## src/rtl/coh_pkg.sv

```systemverilog
`timescale 1ns/1ps
package coh_pkg;
  typedef enum logic [1:0] {
    LS_INV = 2'b00,
    LS_SHR = 2'b01,
    LS_MOD = 2'b10
  } line_st_e;

  typedef enum logic [1:0] {
    BC_RD  = 2'b00,
    BC_RDX = 2'b01,
    BC_UPG = 2'b10
  } bus_cmd_e;

  typedef enum logic [1:0] {
    BS_IDLE,
    BS_WB,
    BS_XFER,
    BS_WAIT
  } bus_st_e;
endpackage

```

## src/rtl/coh_rr_arb.sv

```systemverilog
`timescale 1ns/1ps
module coh_rr_arb #(
  parameter int N = 3
) (
  input  logic         clk,
  input  logic         rst_n,
  input  logic         en,
  input  logic [N-1:0] req,
  output logic [N-1:0] gnt
);
  localparam int PW = (N > 1) ? $clog2(N) : 1;

  logic [PW-1:0] ptr;
  logic [PW-1:0] win;
  logic          found;

  always_comb begin
    logic [PW:0] s;
    gnt   = '0;
    win   = '0;
    found = 1'b0;
    for (int k = 0; k < N; k++) begin
      s = {1'b0, ptr} + (PW+1)'(k);
      if (s >= (PW+1)'(N)) s = s - (PW+1)'(N);
      if (en && !found && req[s[PW-1:0]]) begin
        gnt[s[PW-1:0]] = 1'b1;
        win            = s[PW-1:0];
        found          = 1'b1;
      end
    end
  end

  always_ff @(posedge clk or negedge rst_n) begin
    if (!rst_n) ptr <= '0;
    else if (found) ptr <= (win == PW'(N-1)) ? '0 : win + 1'b1;
  end
endmodule

```

## src/rtl/coh_cache.sv

```systemverilog
`timescale 1ns/1ps
module coh_cache
  import coh_pkg::*;
#(
  parameter int AW   = 8,
  parameter int DW   = 16,
  parameter int IDXW = 2
) (
  input  logic          clk,
  input  logic          rst_n,
  input  logic          req_valid,
  input  logic          req_write,
  input  logic [AW-1:0] req_addr,
  input  logic [DW-1:0] req_wdata,
  output logic          req_ready,
  output logic [DW-1:0] rsp_rdata,
  output logic          bus_req,
  output bus_cmd_e      bus_req_cmd,
  output logic          vic_dirty,
  output logic [AW-1:0] vic_addr,
  output logic [DW-1:0] vic_data,
  input  logic          bus_done,
  input  logic          bus_src,
  input  bus_cmd_e      bus_cmd,
  input  logic [AW-1:0] bus_addr,
  input  logic [DW-1:0] fill_data,
  output logic          snp_dirty,
  output logic [DW-1:0] snp_data
);
  localparam int NL = 1 << IDXW;
  localparam int TW = AW - IDXW;

  line_st_e      st [NL];
  logic [TW-1:0] tg [NL];
  logic [DW-1:0] dt [NL];

  logic [IDXW-1:0] r_idx, s_idx;
  logic [TW-1:0]   r_tag, s_tag;
  logic            hit, can_local, loc_ok, s_match, own_done;

  assign r_idx = req_addr[IDXW-1:0];
  assign r_tag = req_addr[AW-1:IDXW];
  assign s_idx = bus_addr[IDXW-1:0];
  assign s_tag = bus_addr[AW-1:IDXW];

  assign hit       = (st[r_idx] != LS_INV) && (tg[r_idx] == r_tag);
  assign can_local = hit && (!req_write || st[r_idx] == LS_MOD);
  assign loc_ok    = req_valid && can_local && !bus_done;
  assign own_done  = bus_done && bus_src;

  assign req_ready = loc_ok || own_done;
  assign rsp_rdata = own_done ? fill_data : dt[r_idx];

  assign bus_req     = req_valid && !can_local;
  assign bus_req_cmd = (hit && req_write) ? BC_UPG : (req_write ? BC_RDX : BC_RD);
  assign vic_dirty   = (st[r_idx] == LS_MOD) && !hit;
  assign vic_addr    = {tg[r_idx], r_idx};
  assign vic_data    = dt[r_idx];

  assign s_match   = (st[s_idx] != LS_INV) && (tg[s_idx] == s_tag);
  assign snp_dirty = s_match && (st[s_idx] == LS_MOD);
  assign snp_data  = dt[s_idx];

  always_ff @(posedge clk or negedge rst_n) begin
    if (!rst_n) begin
      for (int i = 0; i < NL; i++) st[i] <= LS_INV;
    end else if (bus_done) begin
      if (bus_src) begin
        st[s_idx] <= (bus_cmd == BC_RD) ? LS_SHR : LS_MOD;
      end else if (s_match) begin
        if (bus_cmd == BC_RD) begin
          if (st[s_idx] == LS_MOD) st[s_idx] <= LS_SHR;
        end else begin
          st[s_idx] <= LS_INV;
        end
      end
    end
  end

  always_ff @(posedge clk) begin
    if (own_done) begin
      tg[s_idx] <= s_tag;
      dt[s_idx] <= (bus_cmd == BC_RD) ? fill_data : req_wdata;
    end else if (loc_ok && req_write) begin
      dt[r_idx] <= req_wdata;
    end
  end
endmodule

```

## src/rtl/coh_bus_ctrl.sv

```systemverilog
`timescale 1ns/1ps
module coh_bus_ctrl
  import coh_pkg::*;
#(
  parameter int N  = 3,
  parameter int AW = 8,
  parameter int DW = 16
) (
  input  logic          clk,
  input  logic          rst_n,
  input  logic [N-1:0]  gnt,
  input  bus_cmd_e      req_cmd   [N],
  input  logic [AW-1:0] req_addr  [N],
  input  logic [N-1:0]  vic_dirty,
  input  logic [AW-1:0] vic_addr  [N],
  input  logic [DW-1:0] vic_data  [N],
  input  logic [N-1:0]  snp_dirty,
  input  logic [DW-1:0] snp_data  [N],
  output logic          idle,
  output logic          done,
  output logic [N-1:0]  src_oh,
  output bus_cmd_e      cmd,
  output logic [AW-1:0] addr,
  output logic [DW-1:0] fill,
  output logic          mem_rd_en,
  output logic          mem_wr_en,
  output logic [AW-1:0] mem_addr,
  output logic [DW-1:0] mem_wdata,
  input  logic [DW-1:0] mem_rdata
);
  bus_st_e       st;
  logic [AW-1:0] v_addr;
  logic [DW-1:0] v_data;

  bus_cmd_e      w_cmd;
  logic [AW-1:0] w_addr, w_vaddr;
  logic [DW-1:0] w_vdata, own_data;
  logic          w_vdirty, own_hit;

  always_comb begin
    w_cmd = BC_RD; w_addr = '0; w_vaddr = '0; w_vdata = '0; w_vdirty = 1'b0;
    for (int i = 0; i < N; i++) begin
      if (gnt[i]) begin
        w_cmd    = req_cmd[i];
        w_addr   = req_addr[i];
        w_vaddr  = vic_addr[i];
        w_vdata  = vic_data[i];
        w_vdirty = vic_dirty[i];
      end
    end
  end

  always_comb begin
    own_hit  = 1'b0;
    own_data = '0;
    for (int i = 0; i < N; i++) begin
      if (snp_dirty[i] && !src_oh[i]) begin
        own_hit  = 1'b1;
        own_data = own_data | snp_data[i];
      end
    end
  end

  always_ff @(posedge clk or negedge rst_n) begin
    if (!rst_n) begin
      st     <= BS_IDLE;
      src_oh <= '0;
      cmd    <= BC_RD;
      addr   <= '0;
      v_addr <= '0;
      v_data <= '0;
    end else begin
      case (st)
        BS_IDLE: if (|gnt) begin
          src_oh <= gnt;
          cmd    <= w_cmd;
          addr   <= w_addr;
          v_addr <= w_vaddr;
          v_data <= w_vdata;
          st     <= w_vdirty ? BS_WB : BS_XFER;
        end
        BS_WB:   st <= BS_XFER;
        BS_XFER: st <= (!own_hit && cmd == BC_RD) ? BS_WAIT : BS_IDLE;
        default: st <= BS_IDLE;
      endcase
    end
  end

  assign idle      = (st == BS_IDLE);
  assign done      = ((st == BS_XFER) && (own_hit || cmd != BC_RD)) || (st == BS_WAIT);
  assign fill      = (st == BS_WAIT) ? mem_rdata : own_data;
  assign mem_wr_en = (st == BS_WB) || ((st == BS_XFER) && own_hit);
  assign mem_rd_en = (st == BS_XFER) && !own_hit && (cmd == BC_RD);
  assign mem_addr  = (st == BS_WB) ? v_addr : addr;
  assign mem_wdata = (st == BS_WB) ? v_data : own_data;
endmodule

```

## src/rtl/coh_snoop_fabric.sv

```systemverilog
`timescale 1ns/1ps
module coh_snoop_fabric
  import coh_pkg::*;
#(
  parameter int NCORE = 3,
  parameter int AW    = 8,
  parameter int DW    = 16,
  parameter int IDXW  = 2
) (
  input  logic                clk,
  input  logic                rst_n,
  input  logic [NCORE-1:0]    core_req_valid,
  output logic [NCORE-1:0]    core_req_ready,
  input  logic [NCORE-1:0]    core_req_write,
  input  logic [NCORE*AW-1:0] core_req_addr,
  input  logic [NCORE*DW-1:0] core_req_wdata,
  output logic [NCORE*DW-1:0] core_rsp_rdata,
  output logic                mem_rd_en,
  output logic                mem_wr_en,
  output logic [AW-1:0]       mem_addr,
  output logic [DW-1:0]       mem_wdata,
  input  logic [DW-1:0]       mem_rdata
);
  logic [NCORE-1:0] bus_req_vec, vic_dirty_vec, snp_dirty_vec, arb_gnt, src_oh;
  bus_cmd_e         req_cmd  [NCORE];
  logic [AW-1:0]    vic_addr [NCORE];
  logic [DW-1:0]    vic_data [NCORE];
  logic [DW-1:0]    snp_data [NCORE];
  logic [AW-1:0]    c_addr   [NCORE];

  logic          bus_idle, bus_done;
  bus_cmd_e      bus_cmd;
  logic [AW-1:0] bus_addr;
  logic [DW-1:0] fill_data;

  for (genvar g = 0; g < NCORE; g++) begin : g_core
    assign c_addr[g] = core_req_addr[g*AW +: AW];
    coh_cache #(.AW(AW), .DW(DW), .IDXW(IDXW)) u_cache (
      .clk         (clk),
      .rst_n       (rst_n),
      .req_valid   (core_req_valid[g]),
      .req_write   (core_req_write[g]),
      .req_addr    (c_addr[g]),
      .req_wdata   (core_req_wdata[g*DW +: DW]),
      .req_ready   (core_req_ready[g]),
      .rsp_rdata   (core_rsp_rdata[g*DW +: DW]),
      .bus_req     (bus_req_vec[g]),
      .bus_req_cmd (req_cmd[g]),
      .vic_dirty   (vic_dirty_vec[g]),
      .vic_addr    (vic_addr[g]),
      .vic_data    (vic_data[g]),
      .bus_done    (bus_done),
      .bus_src     (src_oh[g]),
      .bus_cmd     (bus_cmd),
      .bus_addr    (bus_addr),
      .fill_data   (fill_data),
      .snp_dirty   (snp_dirty_vec[g]),
      .snp_data    (snp_data[g])
    );
  end

  coh_rr_arb #(.N(NCORE)) u_arb (
    .clk   (clk),
    .rst_n (rst_n),
    .en    (bus_idle),
    .req   (bus_req_vec),
    .gnt   (arb_gnt)
  );

  coh_bus_ctrl #(.N(NCORE), .AW(AW), .DW(DW)) u_bus (
    .clk       (clk),
    .rst_n     (rst_n),
    .gnt       (arb_gnt),
    .req_cmd   (req_cmd),
    .req_addr  (c_addr),
    .vic_dirty (vic_dirty_vec),
    .vic_addr  (vic_addr),
    .vic_data  (vic_data),
    .snp_dirty (snp_dirty_vec),
    .snp_data  (snp_data),
    .idle      (bus_idle),
    .done      (bus_done),
    .src_oh    (src_oh),
    .cmd       (bus_cmd),
    .addr      (bus_addr),
    .fill      (fill_data),
    .mem_rd_en (mem_rd_en),
    .mem_wr_en (mem_wr_en),
    .mem_addr  (mem_addr),
    .mem_wdata (mem_wdata),
    .mem_rdata (mem_rdata)
  );
endmodule

```

## config.mk

```make
export PLATFORM = sky130hd
export DESIGN_NAME = coh_snoop_fabric
export DESIGN_NICKNAME = d
export VERILOG_FILES = /design/src/rtl/coh_pkg.sv /design/src/rtl/coh_rr_arb.sv /design/src/rtl/coh_cache.sv /design/src/rtl/coh_bus_ctrl.sv /design/src/rtl/coh_snoop_fabric.sv
export SDC_FILE = /design/constraint.sdc
export NUM_CORES = 1
export LEC_CHECK = 0
export BUFFER_PORTS_ARGS = -buffer_cell sky130_fd_sc_hd__buf_2
export CORE_MARGIN = 2
export CORE_UTILIZATION = 30
export CTS_CLUSTER_SIZE = 40
export DETAILED_ROUTE_END_ITERATION = 6
export PLACE_DENSITY_LB_ADDON = 0.12
export SLEW_MARGIN = 40
export SYNTH_ARGS = -nofsm -noshare
export SYNTH_HDL_FRONTEND = slang
export SYNTH_SLANG_ARGS = --single-unit
```

## constraint.sdc

```tcl
create_clock -name clk -period 4.6 [get_ports clk]
set_input_delay 0.69 -clock clk [delete_from_list [all_inputs] [get_ports clk]]
set_output_delay 0.69 -clock clk [all_outputs]
set_load 0.02 [all_outputs]
```

==> summary.txt <==
Run status
  • Status: finished with violations
  • Failing checks: negative setup slack

Logic synthesis
  • Gate Count Post-Synth: 1239
  • Synth Register Bits: 327
  • Synthesized cell area: 17440 um2
  • Prevailing post-synth register cell: edfxtp_1
  • Post-synth net total: 1339
  • Synthesis Warnings: 0
  • Post-synth top area cell: edfxtp_1
  • Post-synth EDFFs: 264
  • Share of Yosys cell area claimed by the top area cell type: 45.46%
  • Post-synthesis sequential area ratio: 54.50%
  • Async SR Flop Fraction: 19.27%
  • Avg Synthesized Cell Area: 14.08 um2
  • Largest cells by area after synthesis: edfxtp_1 45%, mux4_2 19%, dfrtp_1 9.0%, nand2_1 2.8%, mux2_1 2.8%
  • Count of cell types in the netlist: 65

Global route
  • GRT overflow: 0
  • Overall Global Routing Usage: 20.62%
  • First-pass GRT wire length: 88.81 mm
  • GR peak layer: met2
  • Routing usage on met1: 27.31%
  • Antenna violations before repair: 4
  • Largest net degree at the start of global routing: 65
  • GRT met2 Usage: 34.94%
  • Met3 usage: 3.455%
  • Vias in the first global route: 12420

STA
  • Final period util: 100.7%
  • Relative slew margins: 45.12%
  • Max-slew violation count: 0
  • Hold slack: 65.59 ps
  • Setup violators final: 9
  • RSZ-0062 raised after global routing: true
  • Final setup margin: -31.64 ps
  • Final period demand of the worst path: 4632 ps
  • Slew of the pin with the lowest slew margin: 823.3 ps
  • Setup Skew: 53.88 ps
  • Final Hold Vio Count: 0
  • Maximum clock frequency: 0.2159 GHz

Route
  • Vias: 12210
  • Initial DRC count: 957
  • Residual DRC: 0
  • Post-route ant nets: 0
  • Vias per cell: 5.442
  • Drt pass-1 iters: 6
  • Avg WL per Cell: 28.03 um
  • Final wirelength: 62.90 mm

Power
  • Static leakage: 7.818 nW
  • PwrDens: 638.7 nW/um2
  • Peak VDD IR: 0.2798 mV

Final layout
  • Post-Layout Cell Count: 2244
  • Most common cell after layout, fill and taps aside: edfxtp_1
  • Layout cells sized above 1: 36.74%
  • Finished Cell Area: 21480 um2
  • Most frequent cells in the layout: 264 x edfxtp_1, 144 x mux4_2, 141 x buf_2, 124 x nand2_1, 97 x buf_4
  • Area growth from synthesis to final layout: 23.15%
  • Final #Nets: 1547
  • Fin util: 37.30%

Worst setup path
  • CP peak stage delay: 520 ps
  • R2R cell count: 16
  • Critical Path, Cell by Cell: buf_12 -> mux4_2 -> xnor2_1 -> nand4_1 -> nor4_4 -> nor3_2 -> a31oi_1 -> buf_4 -> nand2_4 -> buf_12 -> o21ai_2 -> buf_2
  • Slowest stage cell, crit path: mux4_2
  • Crit Path Max Fanout: 11
  • Crit. End Element: primary output
  • Crit Reg-Reg Startpoint: u_bus.v_addr[0]$_DFFE_PN0P_
  • Crit path from: u_bus.v_addr[0]$_DFFE_PN0P_
  • Kind of critical path: reg -> out
  • Worst Path Required: 3910 ps
  • Most used cell, CP: buf_12
  • CP delay by family, top: simple AND/OR/NAND/NOR gates
  • Setup slack, reg-to-reg: 390 ps
  • Worst flop-to-flop path endpoint: g_core[2].u_cache.dt[0][3]$_DFFE_PP_
  • Levels on crit path: 12
  • CP endpoint: core_rsp_rdata[14]
  • Worst path bufs/invs: 4
  • CP Data Arrival Time: 3940 ps
  • CP startpoint kind: flip-flop

Clock tree
  • CTS max path bufs: 3
  • Worst-path clk slew: 60 ps
  • Sink Count: 327
  • Htree depth: 2
  • CTS tree: yes
  • Worst-Skew Late Latency: 580 ps
  • Root Driver: clkbuf_16
  • Inserted Clock Buffers: 39

Placement
  • Placer's final routability congestion estimate: 0.8760
  • Placed cell area: 19760 um2
  • PortBufs: 172
  • HPWL reported at the end of detailed placement: 45.53 mm
  • Placed Cells: 2160

Floorplanning
  • Die Wd: 245.1 um
  • Row Count: 88
  • Die area: 60080 um2
  • Num ports: 173
  • Initial Util: 30.28%
  • Die height: 245.1 um
  • Placeable core region: 57590 um2

Run
  • MaxCap Viol Count: 0

Hold path
  • HP Class: in -> async
==> area by class of cell <==
type                            instances  area, um2
Clock inverter                         24      168.9
Timing Repair Buffer                  266       1986
Sequential cell                       327       9512
Multi-Input combinational cell        799       7767
Tap cell                              765      957.2
Inverter                               14      52.55
Antenna cell                            1      2.502
Fill cell                            5569      36110
Clock buffer                           48       1031
==> registers in the layout (all words and copies together), names as in the netlist, named ones only <==
signal	flops
g_core.u_cache.st	12
u_bus.addr	6
u_bus.cmd	2
u_bus.v_data	16
u_arb.ptr	2
u_bus.st	2
u_bus.v_addr	8
u_bus.src_oh	3
g_core.u_cache.dt	192
g_core.u_cache.tg	72
==> timing repair <==
item,4_1_cts,5_1_grt
gates resized for setup,30,86
cloned,2,3
pin swaps,5,10
setup buffers,4,3
setup endpoints to repair,53,50
hold buffers,0,0
==> power by group <==
group / switching [mW] / internal, mW / leakage (nW)
Sequential: 0.446 / 4.04 / 3.20
Clock: 1.29 / 1.66 / 0.570
Combinational: 3.72 / 2.57 / 4.04
Total: 5.45 / 8.26 / 7.82
==> worst min-delay path by stage <==
| stage | startpoint | endpoint | slack [ps] |
|---|---|---|---|
| after detailed placement | flip-flop | flip-flop | 500 |
| after CTS | rst_n | u_bus.v_addr[4]$_DFFE_PN0P_ | 60 |
| after floorplan | rst_n | asynchronous set/reset pin | 390 |
| final | rst_n | u_bus.v_addr[4]$_DFFE_PN0P_ | 70 |
| after global placement | u_bus.v_data[6]$_DFFE_PN0P_ | u_bus.v_data[6]$_DFFE_PN0P_ | 490 |
| after global routing | rst_n | u_bus.v_addr[4]$_DFFE_PN0P_ | 100 |
==> through the flow <==
stage | setup TNS, ps | setup slack, ps | power (mW)
floorplan | 0 | 445.5 | 8.080
global placement | 0 | 6.042 | 10.44
detailed placement | -0.9694 | -0.9694 | 10.44
CTS | -64.11 | -22.31 | 13.61
global route | -2937 | -153.2 | 14.37
finish | -86.57 | -31.64 | 13.72
==> Yosys cell counts (10+ instances only) <==
library cell,count
o21ai_0,75
xnor2_1,36
nand2_1,130
a21oi_1,34
buf_4,10
clkbuf_1,66
a2bb2oi_1,16
edfxtp_1,264
mux2_2,20
inv_1,14
mux2_1,43
mux4_2,144
a22oi_1,25
o21a_1,17
a222oi_1,16
o21ai_1,50
buf_1,10
nor2_1,54
dfrtp_1,63
nand3_1,16
buf_2,12
==> cells by family (layout without fill, tap and decap cells) <==
logic type               Yosys count  in the layout  share of synthesized area (%)
adder cells (fa/ha/maj)            6              6                         0.4018
multiplexers                     207            207                          22.66
buffers and inverters            113            352                          2.777
other                              0              1                              0
flip-flops                       327            327                          54.50
AO/OA/AOI/OAI                    290            290                          11.06
AND/OR/NAND/NOR                  260            260                          6.794
XOR/XNOR                          36             36                          1.808
==> per-layer routing <==
metal / vias up / share of wire [%] / wire [um]
met5: - / 0.025 / 16
met2: 474 / 49 / 30730
met3: 80 / 6.9 / 4311
li1: 5372 / - / -
met4: 4 / 2.3 / 1462
met1: 6281 / 42 / 26380
No activity file was read; power rests on OpenSTA's default activity.
